## config.mk

```make
export PLATFORM = sky130hd
export DESIGN_NAME = ecc_fix_apply
export DESIGN_NICKNAME = d
export VERILOG_FILES = /design/src/rtl/ecc_fix_pkg.sv /design/src/rtl/ecc_sym_map.sv /design/src/rtl/ecc_fix_ctrl.sv /design/src/rtl/ecc_fix_apply.sv
export SDC_FILE = /design/constraint.sdc
export NUM_CORES = 1
export LEC_CHECK = 0
export ABC_CLOCK_PERIOD_IN_PS = 3200
export CORE_MARGIN = 2
export CORE_UTILIZATION = 35
export CTS_CLUSTER_DIAMETER = 40
export DETAILED_ROUTE_END_ITERATION = 8
export SLEW_MARGIN = 20
export SYNTH_ARGS = -nofsm -noshare
export SYNTH_HDL_FRONTEND = slang
export SYNTH_SLANG_ARGS = --single-unit
```

## constraint.sdc

```tcl
create_clock -name clk_i -period 3.2 [get_ports clk_i]
set_clock_uncertainty 0.15 [all_clocks]
set_input_delay 0.64 -clock clk_i [delete_from_list [all_inputs] [get_ports clk_i]]
set_output_delay 0.64 -clock clk_i [all_outputs]
set_load 0.05 [all_outputs]
```

## src/rtl/ecc_fix_pkg.sv

```systemverilog
package ecc_fix_pkg;
  parameter int unsigned SYM_W  = 12;
  parameter int unsigned ADDR_W = 12;
  parameter int unsigned BYTE_W = 8;

  typedef enum logic [2:0] {
    ST_IDLE, ST_RD0, ST_WR0, ST_RD1, ST_WR1, ST_DONE
  } fix_state_e;

  typedef struct packed {
    logic [ADDR_W-1:0] addr;
    logic [BYTE_W-1:0] mask;
  } byte_op_t;
endpackage

```

## src/rtl/ecc_sym_map.sv

```systemverilog
module ecc_sym_map
  import ecc_fix_pkg::*;
#(
  parameter int unsigned MAX_POS = 1374
) (
  input  logic [SYM_W-1:0] pos_i,
  input  logic [SYM_W-1:0] pat_i,
  output logic             bad_o,
  output logic             two_o,
  output byte_op_t         op0_o,
  output byte_op_t         op1_o
);
  localparam int unsigned PROD_W = SYM_W + 2;

  logic [PROD_W-1:0] half3;

  always_comb begin
    half3 = (PROD_W'(pos_i) * PROD_W'(3)) >> 1;
    bad_o = 1'b0;
    two_o = 1'b1;
    op0_o = '0;
    op1_o = '0;
    if (pos_i > SYM_W'(MAX_POS)) begin
      bad_o = 1'b1;
    end else if (pos_i == '0) begin
      // symbol 0 has only 8 data bits
      two_o      = 1'b0;
      bad_o      = |pat_i[11:8];
      op0_o.mask = pat_i[7:0];
    end else if (pos_i[0]) begin
      op0_o.addr = ADDR_W'(half3);
      op0_o.mask = pat_i[11:4];
      op1_o.addr = ADDR_W'(half3 + PROD_W'(1));
      op1_o.mask = {pat_i[3:0], 4'h0};
    end else begin
      op0_o.addr = ADDR_W'(half3 - PROD_W'(1));
      op0_o.mask = {4'h0, pat_i[11:8]};
      op1_o.addr = ADDR_W'(half3);
      op1_o.mask = pat_i[7:0];
    end
  end
endmodule

```

## src/rtl/ecc_fix_ctrl.sv

```systemverilog
module ecc_fix_ctrl
  import ecc_fix_pkg::*;
#(
  parameter int unsigned MAX_FIX = 4,
  parameter int unsigned CNT_W   = $clog2(MAX_FIX + 1)
) (
  input  logic              clk_i,
  input  logic              rst_ni,
  input  logic              fix_valid_i,
  input  logic              fix_last_i,
  output logic              fix_ready_o,
  input  logic              bad_i,
  input  logic              two_i,
  input  byte_op_t          op0_i,
  input  byte_op_t          op1_i,
  output logic [ADDR_W-1:0] ram_addr_o,
  output logic              ram_we_o,
  output logic [BYTE_W-1:0] ram_wdata_o,
  input  logic [BYTE_W-1:0] ram_rdata_i,
  output logic              done_o,
  output logic              fail_o,
  output logic [CNT_W-1:0]  cnt_o
);
  fix_state_e       st_q, st_d;
  byte_op_t         op0_q, op1_q;
  logic             two_q, last_q, open_q, fail_q;
  logic [CNT_W-1:0] seen_q;

  logic             accept, base_fail, full, apply;
  logic [CNT_W-1:0] base_seen;

  assign fix_ready_o = (st_q == ST_IDLE);
  assign accept      = fix_valid_i && fix_ready_o;

  always_comb begin
    // first correction of a page starts from a clean status
    base_fail = open_q ? fail_q : 1'b0;
    base_seen = open_q ? seen_q : '0;
    full      = (base_seen == CNT_W'(MAX_FIX));
    apply     = !base_fail && !bad_i && !full;
  end

  always_comb begin
    st_d = st_q;
    unique case (st_q)
      ST_IDLE: if (accept) st_d = apply ? ST_RD0 : (fix_last_i ? ST_DONE : ST_IDLE);
      ST_RD0:  st_d = ST_WR0;
      ST_WR0:  st_d = two_q ? ST_RD1 : (last_q ? ST_DONE : ST_IDLE);
      ST_RD1:  st_d = ST_WR1;
      ST_WR1:  st_d = last_q ? ST_DONE : ST_IDLE;
      ST_DONE: st_d = ST_IDLE;
      default: st_d = ST_IDLE;
    endcase
  end

  always_ff @(posedge clk_i or negedge rst_ni) begin
    if (!rst_ni) begin
      st_q   <= ST_IDLE;
      op0_q  <= '0;
      op1_q  <= '0;
      two_q  <= 1'b0;
      last_q <= 1'b0;
      open_q <= 1'b0;
      fail_q <= 1'b0;
      seen_q <= '0;
    end else begin
      st_q <= st_d;
      if (accept) begin
        op0_q  <= op0_i;
        op1_q  <= op1_i;
        two_q  <= two_i;
        last_q <= fix_last_i;
        open_q <= !fix_last_i;
        fail_q <= base_fail || (bad_i && !full);
        seen_q <= full ? base_seen : base_seen + CNT_W'(1);
      end
    end
  end

  logic     hi_byte;
  byte_op_t cur_op;

  assign hi_byte     = (st_q == ST_RD1) || (st_q == ST_WR1);
  assign cur_op      = hi_byte ? op1_q : op0_q;
  assign ram_addr_o  = cur_op.addr;
  assign ram_we_o    = (st_q == ST_WR0) || (st_q == ST_WR1);
  assign ram_wdata_o = ram_rdata_i ^ cur_op.mask;
  assign done_o      = (st_q == ST_DONE);
  assign fail_o      = fail_q;
  assign cnt_o       = fail_q ? '0 : seen_q;
endmodule

```

## src/rtl/ecc_fix_apply.sv

```systemverilog
module ecc_fix_apply
  import ecc_fix_pkg::*;
#(
  parameter int unsigned MAX_FIX = 4,
  parameter int unsigned MAX_POS = 1374,
  parameter int unsigned CNT_W   = $clog2(MAX_FIX + 1)
) (
  input  logic              clk_i,
  input  logic              rst_ni,
  input  logic              fix_valid_i,
  output logic              fix_ready_o,
  input  logic [SYM_W-1:0]  fix_pos_i,
  input  logic [SYM_W-1:0]  fix_pat_i,
  input  logic              fix_last_i,
  output logic [ADDR_W-1:0] ram_addr_o,
  output logic              ram_we_o,
  output logic [BYTE_W-1:0] ram_wdata_o,
  input  logic [BYTE_W-1:0] ram_rdata_i,
  output logic              done_o,
  output logic              fail_o,
  output logic [CNT_W-1:0]  cnt_o
);
  logic     map_bad, map_two;
  byte_op_t map_op0, map_op1;

  ecc_sym_map #(.MAX_POS(MAX_POS)) i_map (
    .pos_i (fix_pos_i),
    .pat_i (fix_pat_i),
    .bad_o (map_bad),
    .two_o (map_two),
    .op0_o (map_op0),
    .op1_o (map_op1)
  );

  ecc_fix_ctrl #(.MAX_FIX(MAX_FIX), .CNT_W(CNT_W)) i_ctrl (
    .clk_i       (clk_i),
    .rst_ni      (rst_ni),
    .fix_valid_i (fix_valid_i),
    .fix_last_i  (fix_last_i),
    .fix_ready_o (fix_ready_o),
    .bad_i       (map_bad),
    .two_i       (map_two),
    .op0_i       (map_op0),
    .op1_i       (map_op1),
    .ram_addr_o  (ram_addr_o),
    .ram_we_o    (ram_we_o),
    .ram_wdata_o (ram_wdata_o),
    .ram_rdata_i (ram_rdata_i),
    .done_o      (done_o),
    .fail_o      (fail_o),
    .cnt_o       (cnt_o)
  );
endmodule

```

==> results of run 1 <==
-- final timing paths --
path,from,end,cells past startpoint
worst max-delay path,fix_pos_i[6],i_ctrl.op0_q[19],9
worst min-delay path,rst_ni,i_ctrl.st_q[1],1
worst max register to register,i_ctrl.st_q[0],i_ctrl.op0_q[19],7
worst min register to register,i_ctrl.op1_q[9],i_ctrl.op1_q[9],2
max in group asynchronous,rst_ni,i_ctrl.op0_q[19],2
min in group clk_i,i_ctrl.op1_q[9],i_ctrl.op1_q[9],2
-- Yosys cell counts, types with 5 or more instances --
master | number | area share
a21oi_1 | 23 | 0.030
a22o_1 | 7 | 0.016
and3_1 | 7 | 0.011
buf_2 | 6 | 0.0078
clkbuf_1 | 11 | 0.011
dfrtp_1 | 50 | 0.33
ha_1 | 27 | 0.088
inv_1 | 23 | 0.022
mux2_2 | 13 | 0.038
mux2i_1 | 17 | 0.044
nand2_1 | 54 | 0.053
nand2b_1 | 5 | 0.0081
nand3_1 | 8 | 0.010
nor2_1 | 22 | 0.022
nor2b_1 | 6 | 0.0098
nor3_1 | 6 | 0.0078
o21ai_0 | 32 | 0.042
o21ai_1 | 7 | 0.0091
xnor2_1 | 16 | 0.037
xor2_1 | 14 | 0.032
-- report_power, final --
part           leakage, nW  switching (mW)  internal [mW]  total, mW
registers            0.649           0.195          0.895       1.09
logic                 1.85            1.50           1.10       2.60
clock network       0.0482           0.200          0.175      0.374
-- kinds of logic (layout without fill, tap and decap cells) --
family | after synthesis | in the layout
AOI/OAI and AO/OA | 98 | 98
muxes | 30 | 30
xor gates and xnor gates | 33 | 33
and+or+nand+nor | 140 | 140
DFF | 50 | 50
buffers and inverters | 41 | 166
adders and majority gates | 28 | 28
-- registers in the layout, indices dropped and copies added (netlist names) --
signal	flops
i_ctrl.op0_q	20
i_ctrl.op1_q	20
i_ctrl.seen_q	3
i_ctrl.st_q	3
i_ctrl.fail_o	1
i_ctrl.last_q	1
i_ctrl.open_q	1
i_ctrl.two_q	1
-- routing by layer --
layer / share of wire / wire, um / track usage / vias to the layer above
met3: 0.041 / 382 / 0.0185 / 13
li1: - / - / - / 1727
met5: 0 / 0 / 0 / -
met4: 0.018 / 171 / 0.0513 / 0
met2: 0.46 / 4330 / 0.280 / 73
met1: 0.48 / 4540 / 0.213 / 1573
-- final cells by class --
| type | instances | area (sq um) |
|---|---|---|
| clock inverters | 1 | 5.00 |
| inverters | 23 | 86.3 |
| well taps | 140 | 175 |
| fillers | 995 | 5380 |
| clock buffers | 7 | 86.3 |
| multi-input cells | 329 | 2570 |
| flip-flops and latches | 50 | 1250 |
| repair buffers | 135 | 1240 |
-- worst reg2reg max path: stages, from the launching register on --
cell and delay [ns]:
dfrtp_1 0.49, nor3_4 0.26, and2_1 0.38, o21ai_1 0.18, nand2b_1 0.31, nor2_1 0.21, o31a_1 0.16, a221o_1 0.10
-- repair_timing --
item,in CTS,in global routing
pin swaps,3,8
buffers inserted,0,1
setup endpoints to repair,1,7
gates cloned,0,0
hold buffers,0,0
gates resized for setup,5,24
-- metrics by stage --
step,TNS (ns),instance area (sq um)
floorplan,0,3840
global route,-0.00329,5420
global placement,-2.84,5160
finish,0,5420
CTS,-0.00000688,5270
detailed placement,-4.16,5160
==> impl_results.md, run 1 <==
* Antenna violations before repair at 0
* Vias after detailed routing at ~3,400
* Largest net degree at the start of global routing at 45
* Final Slew Violations at 0
* Die height at 109 um
* Max Clk Rate at 323 MHz
* Hold WC Path Type: in -> async
* First DRT Iteration DRCs at 97
* Crit Path Max Fanout at 9
* CP peak stage delay at 0.45 ns
* Status: finished, final reports clean
* CP Launch Type: primary input
* Chip width at between 100 and 150 um
* WHS at around 0.10 ns
* Inst Count DP at 676
* Register bit total from synthesis at 50
* Area Overhead vs Synth at 41.1%
* GPL Wtd Cong at 0.870
* Nature of the critical path endpoint: register
* # diodes at 0
* Min Tclk post-route at 3.09 ns
* Global-route usage over all layers at 0.162
* Clock Latency Late Sink at 0.30 ns
* Antenna Nets Post-Route at 0
* Clock root buffer: clkbuf_8
* Post-Route WL at 9430 um
* Worst slew margin at 0.449
* First-pass GRT wire length at 15,400 um
* Pwr dens at 750 nW/um^2
* Post-synth EDFFs at 0
* Core ar. at 10,800 sq um
* TritonCTS clock tree: done
* Post-Syn Nets at between 400 and 500
* Post-route clock period utilization at 0.967
* Dpl hpwl at 7440 um
* CTS max path bufs at 2
* Num CTS Buffers at 5
* Worst R2R Setup Slack at between 0.9 and 1 ns
* Worst EP arrival at 3.13 ns
* Compound-Gate Fraction of Synth Area at 0.172
* Leakage at 2.55 nW
* Drt drc at 0
* Max IR drop VDD at around 530 uV
* Grt total ovfl at 0
* Library cells used by synthesis at 72
* Final hold vios at 0
* Sequential fraction of the synthesis area at 0.326
* Most frequent cells in the layout: buf_4 (84), nand2_1 (54), dfrtp_1 (50)
* Mux share of post-synthesis cell area at 0.0825
* Tightest Pin Transition at roughly 0.8 ns
* Synth Flop Type: dfrtp_1
* H-tree Lvls at 2
* Post-Synth XOR/XNOR Area at 0.0841
* Post-synth ARST share at 1.00
* Routed wire per std cell at approximately 14 um
* IO buf count at 62
* Syn. warnings at 0
* Clk sink count at 50
* Die area at 11,800 sq um
* Clock-pin slew on the worst setup and hold paths at roughly 0.09 ns
* Share of layout cells above drive strength 1 at 0.284
* Kind of critical path: in -> reg
* Post-synthesis cell area at around 3800 sq um
* Place WS at -0.334 ns
* Adder-Cell Fraction of Synth Area at 0.0932
* Final setup violation count at 0
* Simple-Gate Fraction of Synth Area at 0.200
* CP delay by family, top: simple AND/OR/NAND/NOR gates
* Post-route insts no fill at 685
* Synth Instances at between 400 and 500
* Syn Area/Cell at 9.14 sq um
* Layout Utilization at 0.502
* Largest family of logic cells by synthesized area: simple AND/OR/NAND/NOR gates
* Final total power at 4.06 mW
* Drt first pass iters at 6
* Initial Utilization at 0.356
* Slowest stage cell on the critical path: ha_1
* IO Pins at 63
* WP buf/inv at 1
* Worst Path Required at 3.24 ns
* Most common cell after layout, fill and taps aside: buf_4
* Vias in the first global route at between 3,000 and 4,000
* Site Rows at 38
* Max cap viols at 0
* Final #Nets at 608
* Via-to-Cell Ratio at 4.94
* Cells along the critical path: clkdlybuf4s50_1 > ha_1 > and3b_1 > a211oi_2 > nand3_4 > nor4b_4 > nand3_2 > o31a_1 > a221o_1
* Final WS setup at between 0.1 and 0.15 ns
Power figures use the tool's default switching activity.
==> inputs of run 2 (changes only) <==
- SETUP_SLACK_MARGIN: not set -> 0.4
==> run 2 against run 1 <==
Compared with the run above: clock power increased by 5%; via count increased by 3.2%; non-clock buffer count increased by 17; maximum frequency increased by 13%; global-route usage increased by 1.5 points; die area unchanged; final cell count increased by 2.6%; routed wire length increased by 7.5%; highest routed layer unchanged.
==> impl_results.md, run 2 (synthesized netlist as in run 1, its figures left out) <==
* H-tree Lvls at 2
* Nature of the critical path endpoint: output pin
* Kind of critical path: reg -> out
* Final hold vios at 0
* M3 GR Usage at 0.0203
* Initial Utilization at 0.356
* Clock root buffer: clkbuf_8
* Status: finished, final reports clean
* Max IR drop VDD at roughly 460 uV
* Clock-pin slew on the worst setup and hold paths at 0.09 ns
* Vias in the first global route at between 3,000 and 4,000
* Final setup violation count at 0
* Die area at 11,800 sq um
* Met1 Usage GRT at 0.232
* Antenna Nets Post-Route at 0
* IO buf count at 62
* CP Launch Type: register
* Inst Count DP at 675
* Site Rows at 38
* Die height at 109 um
* Global-route usage over all layers at 0.177
* Met2 GRT Util at 0.306
* First-pass GRT wire length at 16,800 um
* Final WS setup at approximately 0.46 ns
* Dpl hpwl at ~7600 um
* Share of layout cells above drive strength 1 at 0.393
* # diodes at 0
* Clock Latency Late Sink at 0.31 ns
* Leakage at 2.72 nW
* Largest net degree at the start of global routing at 29
* Worst slew margin at 0.659
* Worst Path Required at 2.41 ns
* Worst EP arrival at 1.95 ns
* Final total power at 4.32 mW
* Antenna violations before repair at 0
* Chip width at 109 um
* Min Tclk post-route at approximately 2.7 ns
* Crit path from: i_ctrl.st_q[2]
* Place WS at -0.438 ns
* Final Cell Area at around 5900 sq um
* Routed wire per std cell at 14.4 um
* Post-route insts no fill at 703
* Pwr dens at 738 nW/um^2
* Vias after detailed routing at 3,495
* Drt first pass iters at 4
* Tightest Pin Transition at slightly above 0.5 ns
* Clk sink count at 50
* Gr busiest metal: met2
* Reg2Reg Launch Point: i_ctrl.st_q[1]
* Post-Route WL at around 10,000 um
* Num CTS Buffers at 5
* IO Pins at 63
* Area Overhead vs Synth at 52.6%
* Max cap viols at 0
* Unrepaired setup endpoints after global routing: true
* Grt total ovfl at 0
* Most common cell after layout, fill and taps aside: buf_4
* Placed cell areas at 5250 sq um
* WHS at approximately 0.13 ns
* Final Slew Violations at 0
* Largest registers: i_ctrl.op0_q: 20 flops, i_ctrl.op1_q: 20 flops
* Drt drc at 0
* GPL Wtd Cong at 0.819
* Hold WC Path Type: in -> async
* Post-route clock period utilization at 0.856
* Core ar. at 10,800 sq um
* Most frequent cells in the layout: buf_4 (95), nand2_1 (52), dfrtp_1 (47)
* TritonCTS clock tree: done
* Crit Path Max Fanout at 12
* First DRT Iteration DRCs at 144
* CTS max path bufs at 2
* Final #Nets at 626
* Max Clk Rate at 365 MHz
* Via-to-Cell Ratio at 4.97
## run 2: changes by cell type in the layout (fill, tap and decap cells not counted), moves of 4 or more
cell             delta
dlymetal6s2s_1      -4
ha_1                -5
clkdlybuf4s50_1     -4
xnor2_2             +9
xnor2_1            -10
buf_6               +8
buf_4              +11
ha_4                +5
## run 2: path summary, 6_finish.rpt
check / endpoint / slack, ns / cells past startpoint
min: i_ctrl.st_q[1] / 0.13 / 1
max reg2reg: i_ctrl.op0_q[19] / 1.05 / 8
max in group asynchronous: i_ctrl.op1_q[1] / 2.00 / 2
max: ram_addr_o[3] / 0.46 / 6
min reg2reg: i_ctrl.op0_q[8] / 0.33 / 2
min in group clk_i: i_ctrl.op0_q[8] / 0.33 / 2
## run 2: worst max-delay path: stages (launching register included)
cell and delay, ns:
dfrtp_2 0.45, inv_1 0.09, nand2_2 0.09, mux2_4 0.33, buf_8 0.17, mux2_2 0.29, buf_4 0.19
## run 2: metrics by stage
| stage | TNS [ns] | util |
|---|---|---|
| final | 0 | 0.543 |
| after global routing | 0 | 0.543 |
| after CTS | 0 | 0.522 |
| after detailed placement | -4.64 | 0.486 |
| after global placement | -3.91 | 0.486 |
| after floorplan | 0 | - |
## run 2: area by class of cell
cell class                 count  area, sq um
inverter                      23         86.3
multi-input combinational    330         2880
sequential                    50         1250
timing repair buffer         152         1370
fill                         960         4930
clock buffer                   6         82.6
tap                          140          175
clock inverter                 2         12.5
## run 2: repair_timing
action	in CTS	in global routing
gates cloned	1	0
gates resized for setup	61	41
pin swaps	20	25
hold buffers	0	0
buffers inserted	12	7
endpoints found under the setup margin	53	47
## run 2: per-layer routing
layer,share of wire,vias up
met2,0.48,83
li1,-,1758
met3,0.044,14
met1,0.46,1640
met4,0.021,0
met5,0,-
## run 2: where the power goes
group	internal (mW)	switching, mW	leakage, nW
Combinational	1.24	1.60	2.03
Sequential	0.899	0.191	0.645
Clock	0.174	0.219	0.0472
Total	2.32	2.01	2.72
==> inputs of run 3 (changes only) <==
- CORE_UTILIZATION: 35 -> 55
- PLACE_DENSITY: not set -> 0.82
- SLEW_MARGIN: 20 -> 25
==> run 3 against run 2 <==
Compared with the run above: sequential share of layout area fell by 0.53 points; critical path depth increased by 5; clock power shrank 1%; largest power group unchanged; count of clock-buffer cells in the layout grew 1; flip-flop and latch count did not move; maximum frequency shrank 6.3%; non-clock buffer count stayed put; utilization grew 35 points; largest cell class unchanged; final cell count shrank 8.4%; design area up 2.5%; register-to-register slack got worse by 0.25 ns.
==> impl_results.md, run 3 (synthesized netlist as in run 1, its figures left out) <==
* Largest registers: i_ctrl.op0_q: 20 flops, i_ctrl.op1_q: 20 flops
* Post-route clock period utilization at 0.914
* Grt total ovfl at 0
* Clock root buffer: clkbuf_8
* Worst EP arrival at 2.96 ns
* Min Tclk post-route at 2.92 ns
* Max Clk Rate at 342 MHz
* Max cap viols at 0
* Antenna violations before repair at 0
* H-tree Lvls at 2
* Final setup violation count at 0
* Worst Path Required at 3.23 ns
* Drt drc at 0
* Global-route usage over all layers at 0.282
* Final hold vios at 0
* Status: finished, final reports clean
* Pwr dens at 760 nW/um^2
* Nature of the critical path endpoint: register
* # diodes at 0
* Final Cell Area at 6010 sq um
* Initial Utilization at 0.568
* Dpl hpwl at 7640 um
* Chip width at 87.5 um
* Inst Count DP at 616
* Site Rows at 30
* Largest net degree at the start of global routing at 45
* Hold_buf cts at 0
* First-pass GRT wire length at 16,900 um
* Final #Nets at 627
* Most common cell after layout, fill and taps aside: buf_4
* Crit Path Max Fanout at 3
* Reg2Reg Launch Point: i_ctrl.st_q[0]
* CTS max path bufs at 2
* Clock Latency Late Sink at 0.31 ns
* Placed cell areas at 5230 sq um
* Die area at 7660 sq um
* Post-route setup TNS at 0 ns
* Die height at 87.5 um
* Tightest Pin Transition at 0.845 ns
* Post-Route WL at 12,900 um
* Most frequent cells in the layout: buf_4 (90), nand2_1 (52), dfrtp_1 (47)
* Layout Utilization at 0.889
* IO Pins at 63
* Num CTS Buffers at 5
* Hold WC Path Type: in -> async
* Worst slew margin at 0.434
* Drt first pass iters at 4
* Via-to-Cell Ratio at 6.16
* FILL cells at between 200 and 300
* First DRT Iteration DRCs at 308
* Area Overhead vs Synth at 56.5%
* Leakage at roughly 2.8 nW
* Max IR drop VDD at 376 uV
* Routed wire per std cell at 20.0 um
* IO buf count at 62
* Core ar. at 6760 sq um
* Clk sink count at 50
* Kind of critical path: in -> reg
* Crit path from: fix_pos_i[1]
* CP Launch Type: primary input
* Worst R2R Setup Slack at 0.80 ns
* Share of layout cells above drive strength 1 at 0.424
* Clock-pin slew on the worst setup and hold paths at 0.10 ns
* Final total power at 4.57 mW
* Final Slew Violations at 0
* Post-route insts no fill at 644
* Antenna Nets Post-Route at 0
* GPL Wtd Cong at 0.830
* WHS at 0.000931 ns
* Place WS at -0.453 ns
* Vias after detailed routing at 3,970
* Unrepaired setup endpoints after global routing: true
* TritonCTS clock tree: done
* Final WS setup at 0.276 ns
* Vias in the first global route at 3,716
run 3: cell type report:
class	instances	area [sq um]	area share
timing repair buffer	152	1440	0.240
tap	80	100	0.0167
clock inverter	1	5.00	0.000833
inverter	23	86.3	0.0144
multi-input combinational	331	3030	0.505
sequential	50	1250	0.209
clock buffer	7	86.3	0.0144
run 3: worst paths after layout:
kind,end,depth (start not counted)
worst max-delay path,i_ctrl.op0_q[19],11
worst min-delay path,i_ctrl.seen_q[1],1
worst max register to register,i_ctrl.op0_q[19],8
worst min register to register,i_ctrl.op0_q[8],2
max in group asynchronous,i_ctrl.op0_q[10],3
min in group clk_i,i_ctrl.op0_q[8],2
run 3: what timing repair did:
action / CTS / global route
setup endpoints to repair: 53 / 51
cloned: 2 / 0
pin swaps: 22 / 40
hold endpoints to repair: 0 / 0
setup buffers: 6 / 12
gates resized for setup: 63 / 85
run 3: metal layers:
metal  share of wire  up-vias  routed length (um)  global-route usage
met2            0.55      182                7070               0.525
met3           0.046       48                 597              0.0349
met1            0.36     1973                4670               0.324
met4           0.041        0                 521               0.116
li1                -     1767                   -                   -
met5               0        -                   0                   0
run 3: worst max-delay path, cell delays in order:
cell	delay, ns
buf_8	0.11
buf_6	0.11
fa_2	0.41
a21oi_4	0.22
buf_6	0.14
or3_4	0.13
nand3_4	0.11
nor4b_4	0.35
nand3_2	0.13
o31a_1	0.28
a221o_1	0.33
run 3: report_power, final:
part	switching, mW	internal [mW]
combinational	1.72	1.30
sequential	0.260	0.900
clock	0.214	0.175
